File: config.mk
export PLATFORM = sky130hd
export DESIGN_NAME = gpio_irq_ports
export DESIGN_NICKNAME = d
export VERILOG_FILES = /design/src/rtl/gpio_irq_ports.sv
export SDC_FILE = /design/constraint.sdc
export NUM_CORES = 1
export LEC_CHECK = 0
export ABC_AREA = 1
export ABC_CLOCK_PERIOD_IN_PS = 1100
export BUFFER_PORTS_ARGS = -buffer_cell sky130_fd_sc_hd__buf_2
export CAP_MARGIN = 20
export CORE_MARGIN = 2
export CORE_UTILIZATION = 50
export CTS_CLUSTER_SIZE = 28
export DETAILED_ROUTE_END_ITERATION = 7
export GPL_ROUTABILITY_DRIVEN = 0
export GPL_TIMING_DRIVEN = 0
export PLACE_DENSITY_LB_ADDON = 0.08
export SYNTH_ARGS = -nofsm -noshare
export SYNTH_HDL_FRONTEND = slang
export SYNTH_SLANG_ARGS = --single-unit
File: constraint.sdc
create_clock -name clk -period 1.1 [get_ports clk]
set_input_delay 0 -clock clk [delete_from_list [all_inputs] [get_ports clk]]
set_output_delay 0 -clock clk [all_outputs]
set_load 0.01 [all_outputs]
File: src/rtl/gpio_irq_ports.sv
module gpio_irq_ports #(
  parameter int W      = 8,
  parameter int ADDR_W = 8
) (
  input  logic              clk,
  input  logic              rst_n,
  input  logic [ADDR_W-1:0] bus_addr,
  input  logic [W-1:0]      bus_wdata,
  input  logic              bus_we,
  input  logic              bus_re,
  output logic [W-1:0]      bus_rdata,
  input  logic [2*W-1:0]    pin_in,
  output logic [2*W-1:0]    pin_out,
  output logic [2*W-1:0]    pin_oe,
  output logic              irq
);
  localparam int N = 2 * W;
  localparam logic [ADDR_W-1:0] OFS_DAT_A  = ADDR_W'('h00);
  localparam logic [ADDR_W-1:0] OFS_DAT_B  = ADDR_W'('h04);
  localparam logic [ADDR_W-1:0] OFS_DIR_A  = ADDR_W'('h10);
  localparam logic [ADDR_W-1:0] OFS_DIR_B  = ADDR_W'('h14);
  localparam logic [ADDR_W-1:0] STEP_B     = ADDR_W'('h20);
  localparam logic [ADDR_W-1:0] OFS_KIND_A = ADDR_W'('h90);
  localparam logic [ADDR_W-1:0] OFS_SENS_A = ADDR_W'('h94);
  localparam logic [ADDR_W-1:0] OFS_ACK_A  = ADDR_W'('h98);
  localparam logic [ADDR_W-1:0] OFS_EN_A   = ADDR_W'('h9C);
  localparam logic [ADDR_W-1:0] OFS_STAT_A = ADDR_W'('hA0);
  localparam logic [ADDR_W-1:0] OFS_KIND_B = OFS_KIND_A + STEP_B;
  localparam logic [ADDR_W-1:0] OFS_SENS_B = OFS_SENS_A + STEP_B;
  localparam logic [ADDR_W-1:0] OFS_ACK_B  = OFS_ACK_A + STEP_B;
  localparam logic [ADDR_W-1:0] OFS_EN_B   = OFS_EN_A + STEP_B;
  localparam logic [ADDR_W-1:0] OFS_STAT_B = OFS_STAT_A + STEP_B;

  logic [N-1:0] out_r, dir_r, kind_r, sens_r, en_r, latch_r;
  logic [N-1:0] sync1, sync2, prev;
  logic [N-1:0] ack_mask, edge_hit, lvl_hit, status, line_lvl, latch_nxt;

  assign ack_mask[W-1:0] = (bus_we && bus_addr == OFS_ACK_A) ? bus_wdata : '0;
  assign ack_mask[N-1:W] = (bus_we && bus_addr == OFS_ACK_B) ? bus_wdata : '0;

  assign edge_hit  = (sens_r & sync2 & ~prev) | (~sens_r & ~sync2 & prev);
  assign lvl_hit   = ~(sync2 ^ sens_r);
  assign latch_nxt = en_r & kind_r & ((latch_r & ~ack_mask) | edge_hit);
  assign status    = en_r & ((kind_r & latch_r) | (~kind_r & lvl_hit));
  assign line_lvl  = (dir_r & out_r) | (~dir_r & sync2);

  assign pin_out = out_r;
  assign pin_oe  = dir_r;
  assign irq     = |status;

  always_ff @(posedge clk or negedge rst_n) begin
    if (!rst_n) begin
      out_r   <= '0;
      dir_r   <= '0;
      kind_r  <= '0;
      sens_r  <= '0;
      en_r    <= '0;
      latch_r <= '0;
      sync1   <= '0;
      sync2   <= '0;
      prev    <= '0;
    end else begin
      sync1   <= pin_in;
      sync2   <= sync1;
      prev    <= sync2;
      latch_r <= latch_nxt;
      if (bus_we) begin
        case (bus_addr)
          OFS_DAT_A:  out_r[W-1:0]  <= bus_wdata;
          OFS_DAT_B:  out_r[N-1:W]  <= bus_wdata;
          OFS_DIR_A:  dir_r[W-1:0]  <= bus_wdata;
          OFS_DIR_B:  dir_r[N-1:W]  <= bus_wdata;
          OFS_KIND_A: kind_r[W-1:0] <= bus_wdata;
          OFS_KIND_B: kind_r[N-1:W] <= bus_wdata;
          OFS_SENS_A: sens_r[W-1:0] <= bus_wdata;
          OFS_SENS_B: sens_r[N-1:W] <= bus_wdata;
          OFS_EN_A:   en_r[W-1:0]   <= bus_wdata;
          OFS_EN_B:   en_r[N-1:W]   <= bus_wdata;
          default: ;
        endcase
      end
    end
  end

  always_comb begin
    bus_rdata = '0;
    if (bus_re) begin
      case (bus_addr)
        OFS_DAT_A:  bus_rdata = line_lvl[W-1:0];
        OFS_DAT_B:  bus_rdata = line_lvl[N-1:W];
        OFS_DIR_A:  bus_rdata = dir_r[W-1:0];
        OFS_DIR_B:  bus_rdata = dir_r[N-1:W];
        OFS_KIND_A: bus_rdata = kind_r[W-1:0];
        OFS_KIND_B: bus_rdata = kind_r[N-1:W];
        OFS_SENS_A: bus_rdata = sens_r[W-1:0];
        OFS_SENS_B: bus_rdata = sens_r[N-1:W];
        OFS_EN_A:   bus_rdata = en_r[W-1:0];
        OFS_EN_B:   bus_rdata = en_r[N-1:W];
        OFS_STAT_A: bus_rdata = status[W-1:0];
        OFS_STAT_B: bus_rdata = status[N-1:W];
        default:    bus_rdata = '0;
      endcase
    end
  end
endmodule


[Word-level counts from Yosys, hierarchy flattened]
Cells that the tools add are included.
Widths: inputs -> output; s select.
Storage, ports and cells
  register bits: 144
  bits of input ports: 36
  output and inout bits: 41
  logic and storage cells: 69
Cells by class
  equality and inequality tests: 13
  mux-type cells: 4
  bitwise logic cells: 24
  reductions and logical operators: 14
Operators with widths (count)
  $and 16x16->16: 12
  $not 16->16: 7
  $pmux 8 s12: 1
  $eq 8x8->1 const B: 10
  $or 16x16->16: 4
  $mux 8: 3
  $reduce_and 2->1: 10
  $eq 8x5->1 const B: 2
  $reduce_or 16->1: 1
  $xor 16x16->16: 1
  $eq 8x3->1 const B: 1
  $logic_not 8->1: 1
  $logic_and 1x1->1: 2

[Longest topological paths before layout]
Gate-level depths: netlist of run 1.
  word-level depth: 7
  mapped depth: 11
  gate-level depth less buffers: 11

[Least setup slack after synthesis of run 1]
No wires, ideal clock.
  path kind: register to output
  start: reg sens_r[10]
  end: out bus_rdata[2]
  arrival time: 1.236 ns
  setup slack: -0.136 ns
  stages on the path, launching flop included: 12
  buffers on the path: 0
  cell sequence: dfrtp_1 inv_1 ha_1 nand2_1 nand2_1 nor2_1 nand2_1 nand2_1 nor2_1 nand3_1 nand2_1 inv_1
Between the ends
  longest elaborated chain between the ends: 7
Ends and longest elaborated chain
  start: declaration: RTL line 34  | logic [N-1:0] out_r, dir_r, kind_r, sens_r, en_r, latch_r;
  start signal: indexed assignment: RTL line 75  | OFS_SENS_A: sens_r[W-1:0] <= bus_wdata;
  start signal: indexed assignment: RTL line 76  | OFS_SENS_B: sens_r[N-1:W] <= bus_wdata;
  $xor 16x16->16: RTL line 42  | assign lvl_hit = ~(sync2 ^ sens_r);
  $not 16->16: RTL line 42
  $and 16x16->16: RTL line 44  | assign status = en_r & ((kind_r & latch_r) | (~kind_r & lvl_hit));
  $or 16x16->16: RTL line 44
  $and 16x16->16: RTL line 44
  $pmux 8 s12 (*): RTL line 88  | case (bus_addr)
  $mux 8 (*): RTL line 87  | if (bus_re) begin
  end: declaration: RTL line 11  | output logic [W-1:0] bus_rdata,
Every way passes the cells marked *; elsewhere a longest branch is shown, timed or not.

[Worst setup path in the final report of run 1]
  start: reg sync2[2]
  end: out irq
Between the ends
  longest elaborated chain between the ends: 6
Ends and longest elaborated chain
  start: declaration: RTL line 35  | logic [N-1:0] sync1, sync2, prev;
  start signal: assignment: RTL line 64  | sync2 <= sync1;
  $xor 16x16->16: RTL line 42
  $not 16->16: RTL line 42
  $and 16x16->16: RTL line 44
  $or 16x16->16: RTL line 44
  $and 16x16->16: RTL line 44
  $reduce_or 16->1: RTL line 49  | assign irq = |status;
  end: declaration: RTL line 15  | output logic irq
Every way passes these cells.

==> key figures, run 1 <==
Route
  – Vias per cell: 5.31
  – First DRT Iteration DRCs: 524
  – DRC: 0
  – Pre-antenna DRT Iters: 8
  – Final wirelength: 20500 microns
  – Detail Route Antenna Nets: 0
  – Via count: 6461
  – Avg WL per Cell: 16.9 microns

Setup path
  – Slowest CP cell: dfrtp_1
  – Data required, critical path: 1.10 ns
  – CP Max Fanout: 3
  – WS Path Type: register to output pin
  – WP buf/inv: 3
  – Worst path depth: 10
  – CP top delay family: simple AND/OR/NAND/NOR gates
  – Most common cell on crit path: nand2_2
  – Worst Setup End Kind: output pin
  – CP arrival: 1.93 ns
  – Cells on worst reg2reg path: 4
  – Setup crit start kind: register
  – Max incr delay on CP: 0.42 ns
  – Worst-path cell chain: inv_2 > ha_4 > nand2_2 > nand2_2 > nor2_4 > inv_1 > nand4_1 > nor2_2 > nand2_1 > buf_2

STA
  – Slew HR: 53.2%
  – Fin crit share: 176%
  – Clock skew: 0.00574 ns
  – Final setup margin: -0.831 ns
  – Final worst path period need: 1.93 ns
  – RSZ-0062 raised after global routing: yes
  – Final hold violations: 0
  – WHS: 0.0351 ns
  – Final setup viols: 10
  – Final Max Slew Viols: 0
  – Total negative slack: -6.86 ns
  – Slew @ Worst Pin: 0.699 ns
  – Fmax: 0.518 GHz

Finish
  – Fill cell count: 1127
  – Design area: 0.00959 sq mm
  – Layout cells sized above 1: 30.2%
  – Multi-input combinational cell area: 0.00346 sq mm
  – Layout area overhead: 35.0%
  – Ant diodes: 0
  – FF/Latch Area: 0.00361 sq mm
  – NumNets Final: 1092

GRT
  – Gr usage total: 28.1%
  – Largest net degree at the start of global routing: 81
  – Number of global-route vias before repair: 6187
  – Grt ovf: 0
  – First-pass GRT wire length: 32100 microns
  – Initial antenna violation count: 0

Power
  – P_leak: 0.00465 uW
  – P per Cell Area: 1380 mW/mm^2
  – VDD IR max: 0.00105 V

Floorplan
  – Die Y-Extent: 123 microns
  – Die width: 123 microns
  – Initial core utilization: 51.2%
  – Total I/O pin count: 77
  – Core Area: 0.0139 sq mm
  – Row count: 43
  – Die ar.: 0.0152 sq mm

Placed design
  – Area after DPL: 0.00773 sq mm
  – Hpwl dp: 14300 microns
  – I/O Buffers: 74

Yosys
  – Cells after Synth: 851
  – Sequential share of the synthesized area: 50.7%
  – Most frequent cell after synthesis: nand2_1
  – Syn Nets: 919
  – Proportion of netlist area held by the largest area contributor: 50.7%
  – Synthesis-stage register bit count: 144
  – Netlist Area Pre-Place: 0.00710 sq mm
  – Main synth FF type: dfrtp_1
  – Top post-synthesis cells by area: dfrtp_1 51%, nand2_1 13%, ha_1 5.6%
  – Synth unique cells: 23
  – Post-synth top cells: 245 x nand2_1, 144 x dfrtp_1, 85 x inv_1
  – Synth area leader: dfrtp_1
  – Yosys warns: 0
  – Async SR Flop Fraction: 100%
  – Number of flops mapped to enable cells by yosys: 0
  – Mean post-synth cell area: 8.34 sq um

Clocking
  – CTS Buf Count: 17
  – Root buf cell: clkbuf_16
  – H-tree depth: 4
  – CTS clock-pin slew for the worst setup and hold paths: 0.06 ns
  – # clock sinks: 144
  – Clk Latency, worst-skew pair: 0.42 ns
  – CTS tree: done
  – CTS Buffer Depth: 2

Status
  – Failing checks: setup timing
  – Outcome: complete, but fails checks

Hold path
  – Hold WC Path Type: input port to register
  – Worst hold path cell count: 4

Flow run
  – Max-cap violations: 0
## tightest hold or removal path: stages
cell     delay (ns)
buf_2          0.08
inv_1          0.08
o21ai_0        0.18
a21oi_1        0.07
## power breakdown
part / internal [uW] / switching [uW]
clock: 3720 / 2190
sequential: 5560 / 271
combinational: 628 / 811
total: 9920 / 3270
## cell type report
type,count,share of cell area [%]
Buffer,31,1.74
Clock buffer,21,4.91
Clock inverter,11,1.42
Inverter,89,3.48
Multi-Input combinational cell,587,36.1
Sequential cell,144,37.7
Tap cell,180,2.35
Timing Repair Buffer,154,12.3
## final timing paths
| path | start | endpoint | slack (ns) |
|---|---|---|---|
| worst min register to register | sync1[8]$_DFF_PN0_ | sync2[8]$_DFF_PN0_ | 0.34 |
| worst max register to register | sens_r[9]$_DFFE_PN0P_ | latch_r[9]$_DFF_PN0_ | -0.01 |
| worst max-delay path | sync2[2]$_DFF_PN0_ | irq | -0.83 |
| max in group asynchronous | rst_n | pin_oe[13]$_DFFE_PN0P_ | 0.16 |
| min in group asynchronous | rst_n | latch_r[0]$_DFF_PN0_ | 0.14 |
| worst min-delay path | bus_wdata[2] | latch_r[2]$_DFF_PN0_ | 0.04 |
## routing by layer
layer	global-route usage, %	up-vias	share of wire (%)	wire [microns]
met2	44.1	294	47	9580
li1	-	3076	-	-
met1	38.6	3057	43	8870
met4	8.38	0	1.9	395
met3	7.10	34	8.2	1690
met5	0	-	0	0
## cells in the final DEF (no fill, tap or decap), types with 9 or more instances in the layout
cell type	count
inv_1	52
ha_4	20
clkbuf_1	10
nor2_1	49
clkbuf_16	17
buf_6	23
nor2_4	17
nand3_1	76
nand2_2	27
inv_2	37
o21ai_1	28
mux2i_1	14
dfrtp_1	138
buf_4	43
o21a_1	24
buf_2	78
a21oi_1	16
nand2_1	221
dlygate4sd3_1	26
nor2_2	9
o21ai_0	60
## logic make-up after synthesis
kind of cell	synth area share, %
AO/OA/AOI/OAI	9.99
adder cells (fa/ha/maj)	5.64
buffers and inverters	6.85
flip-flops	50.7
multiplexers	2.26
AND/OR/NAND/NOR	24.5
## metrics by stage
step	utilization, %	setup slack, ns	total power (uW)	cells
global placement	55.4	-1.92	6870	1105
global route	69.1	-0.913	13700	1217
finish	69.1	-0.831	13200	1217
floorplan	-	-0.116	6400	851
CTS	65.0	-0.811	13000	1199
detailed placement	55.7	-0.579	6930	1106
## flip-flops by register name (all words and copies together), names as in the netlist
signal / cells
sync1: 16
kind_r: 16
prev: 16
sync2: 16
pin_out: 16
sens_r: 16
pin_oe: 16
en_r: 16
latch_r: 16
## timing repair
action,4_1_cts,5_1_grt
hold buffers,26,0
hold endpoints to repair,91,0
pin swaps,43,55
endpoints found under the setup margin,29,58
setup buffers,35,25
resized for setup,42,115
cloned,0,0
Power figures use the tool's default switching activity.
==> inputs of run 2 (changes only) <==
--- a/config.mk
+++ b/config.mk
@@ -6,7 +6,7 @@
 export NUM_CORES = 1
 export LEC_CHECK = 0
 export ABC_AREA = 1
-export ABC_CLOCK_PERIOD_IN_PS = 1100
+export ABC_CLOCK_PERIOD_IN_PS = 2000
 export BUFFER_PORTS_ARGS = -buffer_cell sky130_fd_sc_hd__buf_2
 export CAP_MARGIN = 20
 export CORE_MARGIN = 2
==> constraint.sdc (replaced) <==
create_clock -name clk -period 2 [get_ports clk]
set_input_delay 0 -clock clk [delete_from_list [all_inputs] [get_ports clk]]
set_output_delay 0 -clock clk [all_outputs]
set_load 0.01 [all_outputs]
==> key figures, run 2 (synthesis gave the netlist of run 1 again) <==
Clocking
  – H-tree depth: 4
  – # clock sinks: 144
  – Root buf cell: clkbuf_16
  – CTS Buf Count: 17
  – CTS tree: done
  – Clk Latency, worst-skew pair: 0.41 ns
  – CTS clock-pin slew for the worst setup and hold paths: 0.06 ns
  – CTS Buffer Depth: 2

Placed design
  – I/O Buffers: 74
  – Pre-CTS WS: 0.353 ns
  – Hpwl dp: 14200 microns
  – Area after DPL: 0.00773 sq mm
  – Placed cell count: 1106

STA
  – Slew HR: 54.6%
  – Final setup viols: 0
  – Final setup margin: 0.0493 ns
  – Fmax: 0.513 GHz
  – Final hold violations: 0
  – Slew @ Worst Pin: 0.681 ns
  – Fin crit share: 97.5%
  – Clock skew: 0.00513 ns
  – Final Max Slew Viols: 0
  – Final worst path period need: 1.95 ns
  – WHS: 0.0341 ns
  – Total negative slack: 0 ns

GRT
  – Grt ovf: 0
  – Initial antenna violation count: 0
  – First-pass GRT wire length: 30300 microns
  – Gr usage total: 26.6%
  – Largest net degree at the start of global routing: 92
  – Number of global-route vias before repair: 5973

Setup path
  – Setup crit start kind: register
  – Data required, critical path: 2.00 ns
  – Worst Setup End Kind: output pin
  – CP Max Fanout: 4
  – WS Path Type: register to output pin
  – CP arrival: 1.95 ns

Finish
  – Layout area overhead: 27.4%
  – Design area: 0.00905 sq mm
  – Layout Cells excl Fill: 1194
  – Most common cell after layout, fill and taps aside: nand2_1
  – Ant diodes: 0
  – Layout cells sized above 1: 23.1%
  – NumNets Final: 1069
  – Fill cell count: 1203
  – Most frequent cells in the layout: 237 x nand2_1, 141 x dfrtp_1, 85 x buf_2, 78 x nand3_1

Status
  – Outcome: finished, final reports clean

Power
  – VDD IR max: 0.000605 V
  – P_leak: 0.00452 uW
  – P per Cell Area: 786 mW/mm^2

Hold path
  – Hold WC Path Type: input port to register

Floorplan
  – Total I/O pin count: 77
  – Die Y-Extent: 123 microns
  – Row count: 43
  – Core Area: 0.0139 sq mm
  – Die ar.: 0.0152 sq mm
  – Die width: 123 microns
  – Initial core utilization: 51.2%

Route
  – First DRT Iteration DRCs: 528
  – Via count: 6351
  – Pre-antenna DRT Iters: 5
  – Avg WL per Cell: 16.6 microns
  – Final wirelength: 19800 microns
  – Detail Route Antenna Nets: 0
  – DRC: 0
  – Vias per cell: 5.32

Flow run
  – Max-cap violations: 0
==> run 2: cell types whose count changed in the layout (fill, tap and decap cells not counted), sizes merged <==
cell         change
clkinv           -2
clkinvlp         +2
buf             -21
dlygate4sd3      -2
==> run 2: worst paths after layout <==
| kind | end | depth (start not counted) | from | slack [ns] |
|---|---|---|---|---|
| setup / recovery | irq | 10 | sens_r[15]$_DFFE_PN0P_ | 0.05 |
| max in group asynchronous | latch_r[13]$_DFF_PN0_ | 3 | rst_n | 1.08 |
| hold reg to reg | sync2[9]$_DFF_PN0_ | 0 | sync1[9]$_DFF_PN0_ | 0.35 |
| min in group asynchronous | sync1[0]$_DFF_PN0_ | 2 | rst_n | 0.10 |
| setup reg to reg | latch_r[13]$_DFF_PN0_ | 4 | sens_r[13]$_DFFE_PN0P_ | 0.90 |
| hold / removal | latch_r[4]$_DFF_PN0_ | 4 | bus_wdata[4] | 0.03 |
==> run 2: critical path, cell delays in order, from the launching register on <==
cell	delay, ns
dfrtp_1	0.40
inv_1	0.09
ha_4	0.27
nand2_1	0.04
nand2_1	0.06
nor2_2	0.05
inv_1	0.05
nand4_1	0.14
nor2_1	0.18
nand2_1	0.11
buf_2	0.15
==> run 2: timing repair <==
action,in CTS,in global routing
endpoints found under the setup margin,5,9
buffers inserted,5,27
resized for setup,2,61
pin swaps,0,34
hold endpoints to repair,80,0
hold buffers,24,0
==> run 2: layout make-up <==
class	instances	area [sq um]	share of cell area [%]
clock buffers	21	460	5.09
plain buffers	31	153	1.69
inverters	89	334	3.69
multi-input cells	587	3230	35.7
flip-flops and latches	144	3610	39.9
clock inverters	11	138	1.52
well taps	180	225	2.49
repair buffers	131	901	9.96
==> run 2: layer usage <==
layer | routed length, microns | track usage [%] | vias up
met1 | 8790 | 36.7 | 3077
met4 | 479 | 11.4 | 0
met2 | 9280 | 40.6 | 226
li1 | - | - | 3016
met5 | 0 | 0 | -
met3 | 1290 | 5.58 | 32
==> run 2: stage by stage <==
stage,total power [uW],util [%]
detailed placement,3810,55.7
floorplan,3520,-
finish,7110,65.2
CTS,7040,62.0
global placement,3770,55.4
global route,7380,65.2
==> run 2: power breakdown <==
group          total [uW]  internal [uW]  switching (uW)
Clock                3190           2010            1180
Sequential           3210           3060             147
Combinational         708            302             407
Total                7110           5380            1730
==> inputs of run 3 (changes only) <==
--- a/config.mk
+++ b/config.mk
@@ -5,7 +5,6 @@
 export SDC_FILE = /design/constraint.sdc
 export NUM_CORES = 1
 export LEC_CHECK = 0
-export ABC_AREA = 1
 export ABC_CLOCK_PERIOD_IN_PS = 2000
 export BUFFER_PORTS_ARGS = -buffer_cell sky130_fd_sc_hd__buf_2
 export CAP_MARGIN = 20
@@ -16,6 +15,7 @@
 export GPL_ROUTABILITY_DRIVEN = 0
 export GPL_TIMING_DRIVEN = 0
 export PLACE_DENSITY_LB_ADDON = 0.08
+export SETUP_SLACK_MARGIN = 0.02
 export SYNTH_ARGS = -nofsm -noshare
 export SYNTH_HDL_FRONTEND = slang
 export SYNTH_SLANG_ARGS = --single-unit
==> key figures, run 3 <==
Setup path
  – Reg2reg end: latch_r[2]$_DFF_PN0_
  – Reg-to-reg slack, setup: 0.66 ns
  – WP buf/inv: 3
  – CP arrival: 2.29 ns
  – Reg2reg start: sync2[2]$_DFF_PN0_
  – Worst-path cell chain: inv_1 > ha_1 > inv_1 > mux2i_2 > o2111a_1 > o2111ai_2 > or3_1 > buf_2
  – Setup crit start kind: register
  – Worst Setup End Kind: output pin
  – Worst path depth: 8
  – CP Max Fanout: 2
  – Cells on worst reg2reg path: 5
  – CP top delay family: compound AO/OA/AOI/OAI gates
  – Data required, critical path: 2.00 ns
  – Most common cell on crit path: inv_1
  – Max incr delay on CP: 0.37 ns
  – Slowest CP cell: dfrtp_1
  – WS Path Type: register to output pin

GRT
  – Largest net degree at the start of global routing: 79
  – Initial antenna violation count: 0
  – Grt ovf: 0
  – First-pass GRT wire length: 30600 microns
  – Number of global-route vias before repair: 5454
  – Gr usage total: 27.9%

Flow run
  – Max-cap violations: 0

Yosys
  – Most frequent cell after synthesis: dfrtp_1
  – Cells after Synth: 631
  – Syn Nets: 699
  – Top post-synthesis cells by area: dfrtp_1 51%, mux2_2 13%, ha_1 5.6%
  – Netlist Area Pre-Place: 0.00712 sq mm
  – Proportion of netlist area held by the largest area contributor: 50.6%
  – Yosys warns: 0
  – Number of flops mapped to enable cells by yosys: 0
  – Mean post-synth cell area: 11.3 sq um
  – Synth unique cells: 58
  – Synthesis-stage register bit count: 144
  – Synth area leader: dfrtp_1
  – Async SR Flop Fraction: 100%
  – Sequential share of the synthesized area: 50.6%
  – Main synth FF type: dfrtp_1
  – Post-synth top cells: 144 x dfrtp_1, 82 x mux2_2, 63 x nand2_1

STA
  – Final worst path period need: 2.29 ns
  – Final setup margin: -0.287 ns
  – RSZ-0062 raised after global routing: yes
  – Final setup viols: 3
  – Fin crit share: 114%
  – Final Max Slew Viols: 0
  – Clock skew: 0.00456 ns
  – Final hold violations: 0
  – Slew HR: 42.8%
  – Slew @ Worst Pin: 0.856 ns
  – Fmax: 0.437 GHz

Power
  – P_leak: 0.00429 uW
  – Total Power: 7530 uW
  – VDD IR max: 0.000747 V
  – P per Cell Area: 812 mW/mm^2

Floorplan
  – Die Y-Extent: 123 microns
  – Die ar.: 0.0152 sq mm
  – Die width: 123 microns
  – Row count: 43
  – Total I/O pin count: 77
  – Initial core utilization: 51.3%
  – Core Area: 0.0139 sq mm

Finish
  – Most frequent cells in the layout: 144 x dfrtp_1, 82 x mux2_2, 79 x buf_2, 63 x nand2_1, 36 x buf_4
  – Layout area overhead: 30.3%
  – Layout cells sized above 1: 38.7%
  – Fill cell count: 1082
  – Most common cell after layout, fill and taps aside: dfrtp_1
  – NumNets Final: 852
  – Layout Cells excl Fill: 976
  – Ant diodes: 0
  – Design area: 0.00927 sq mm

Route
  – Final wirelength: 20500 microns
  – Avg WL per Cell: 21.0 microns
  – Detail Route Antenna Nets: 0
  – Pre-antenna DRT Iters: 5
  – Vias per cell: 5.71
  – First DRT Iteration DRCs: 384
  – DRC: 0
  – Via count: 5574

Clocking
  – CTS clock-pin slew for the worst setup and hold paths: 0.06 ns
  – CTS tree: done
  – H-tree depth: 4
  – Root buf cell: clkbuf_16
  – CTS Buf Count: 17
  – CTS Buffer Depth: 2
  – # clock sinks: 144
  – Clk Latency, worst-skew pair: 0.43 ns

Status
  – Failing checks: setup timing
  – Outcome: complete, but fails checks

Placed design
  – Placed cell count: 885
  – I/O Buffers: 73
  – Area after DPL: 0.00774 sq mm
  – Hpwl dp: 13400 microns

Hold path
  – Hold WC Path Type: input port to asynchronous set/reset pin
==> run 3: worst max path at each step <==
stage	startpoint	to	slack (ns)
finish	sync2[14]$_DFF_PN0_	irq	-0.29
global route	sync2[14]$_DFF_PN0_	irq	-0.32
CTS	sync2[14]$_DFF_PN0_	irq	-0.31
detailed placement	bus_addr[6]	bus_rdata[1]	-0.27
global placement	rst_n	sync1[15]$_DFF_PN0_	-1.11
floorplan	sens_r[7]$_DFFE_PN0P_	irq	0.48
==> run 3: cells by family after synthesis <==
group	share of synthesized area, %
AO/OA/AOI/OAI	9.78
multiplexers	16.5
flip-flops	50.6
adder cells (fa/ha/maj)	5.63
AND/OR/NAND/NOR	13.5
buffers and inverters	3.92
==> run 3: worst reg2reg max path: stages (launching register included) <==
cell and delay, ns:
dfrtp_1 0.41, buf_4 0.15, ha_1 0.17, nor2b_1 0.13, a221oi_1 0.27, nor2_1 0.09
==> run 3: through the flow <==
step           hold slack [ns]  worst slack (ns)  TNS, ns  utilization (%)
4_1_cts                  0.174            -0.313   -0.418             64.2
2_1_floorplan           -0.296             0.480        0                -
3_3_place_gp             0.107             -1.11  -159.30             55.5
5_1_grt                  0.195            -0.320   -0.567             66.8
6_report                 0.136            -0.287   -0.305             66.8
3_5_place_dp            0.0447            -0.268    -2.08             55.8
==> run 3: routing by layer <==
layer,track usage [%],part of all wire [%]
met3,7.66,6.1
met1,37.1,43
met2,44.1,48
met5,0,0
met4,10.0,2.7
==> run 3: layout make-up <==
cell class                      count  area (sq um)  share of cell area, %
Timing Repair Buffer              134           912                   9.84
Buffer                             27           134                   1.44
Sequential cell                   144          3600                   38.9
Multi-Input combinational cell    421          3570                   38.5
Inverter                           39           146                   1.58
Clock buffer                       21           470                   5.07
Tap cell                          180           225                   2.43
Clock inverter                     10           206                   2.23
==> run 3: power breakdown <==
| group | leakage (uW) | internal, uW | switching, uW |
|---|---|---|---|
| clock network | 0.000329 | 2430 | 1210 |
| logic | 0.00208 | 342 | 401 |
| registers | 0.00189 | 3040 | 112 |
==> run 3: what timing repair did <==
action,CTS,global route
hold buffers,25,0
hold endpoints to repair,98,0
gates cloned,0,0
resized for setup,35,48
buffers inserted,19,16
endpoints found under the setup margin,9,9
pin swaps,12,37
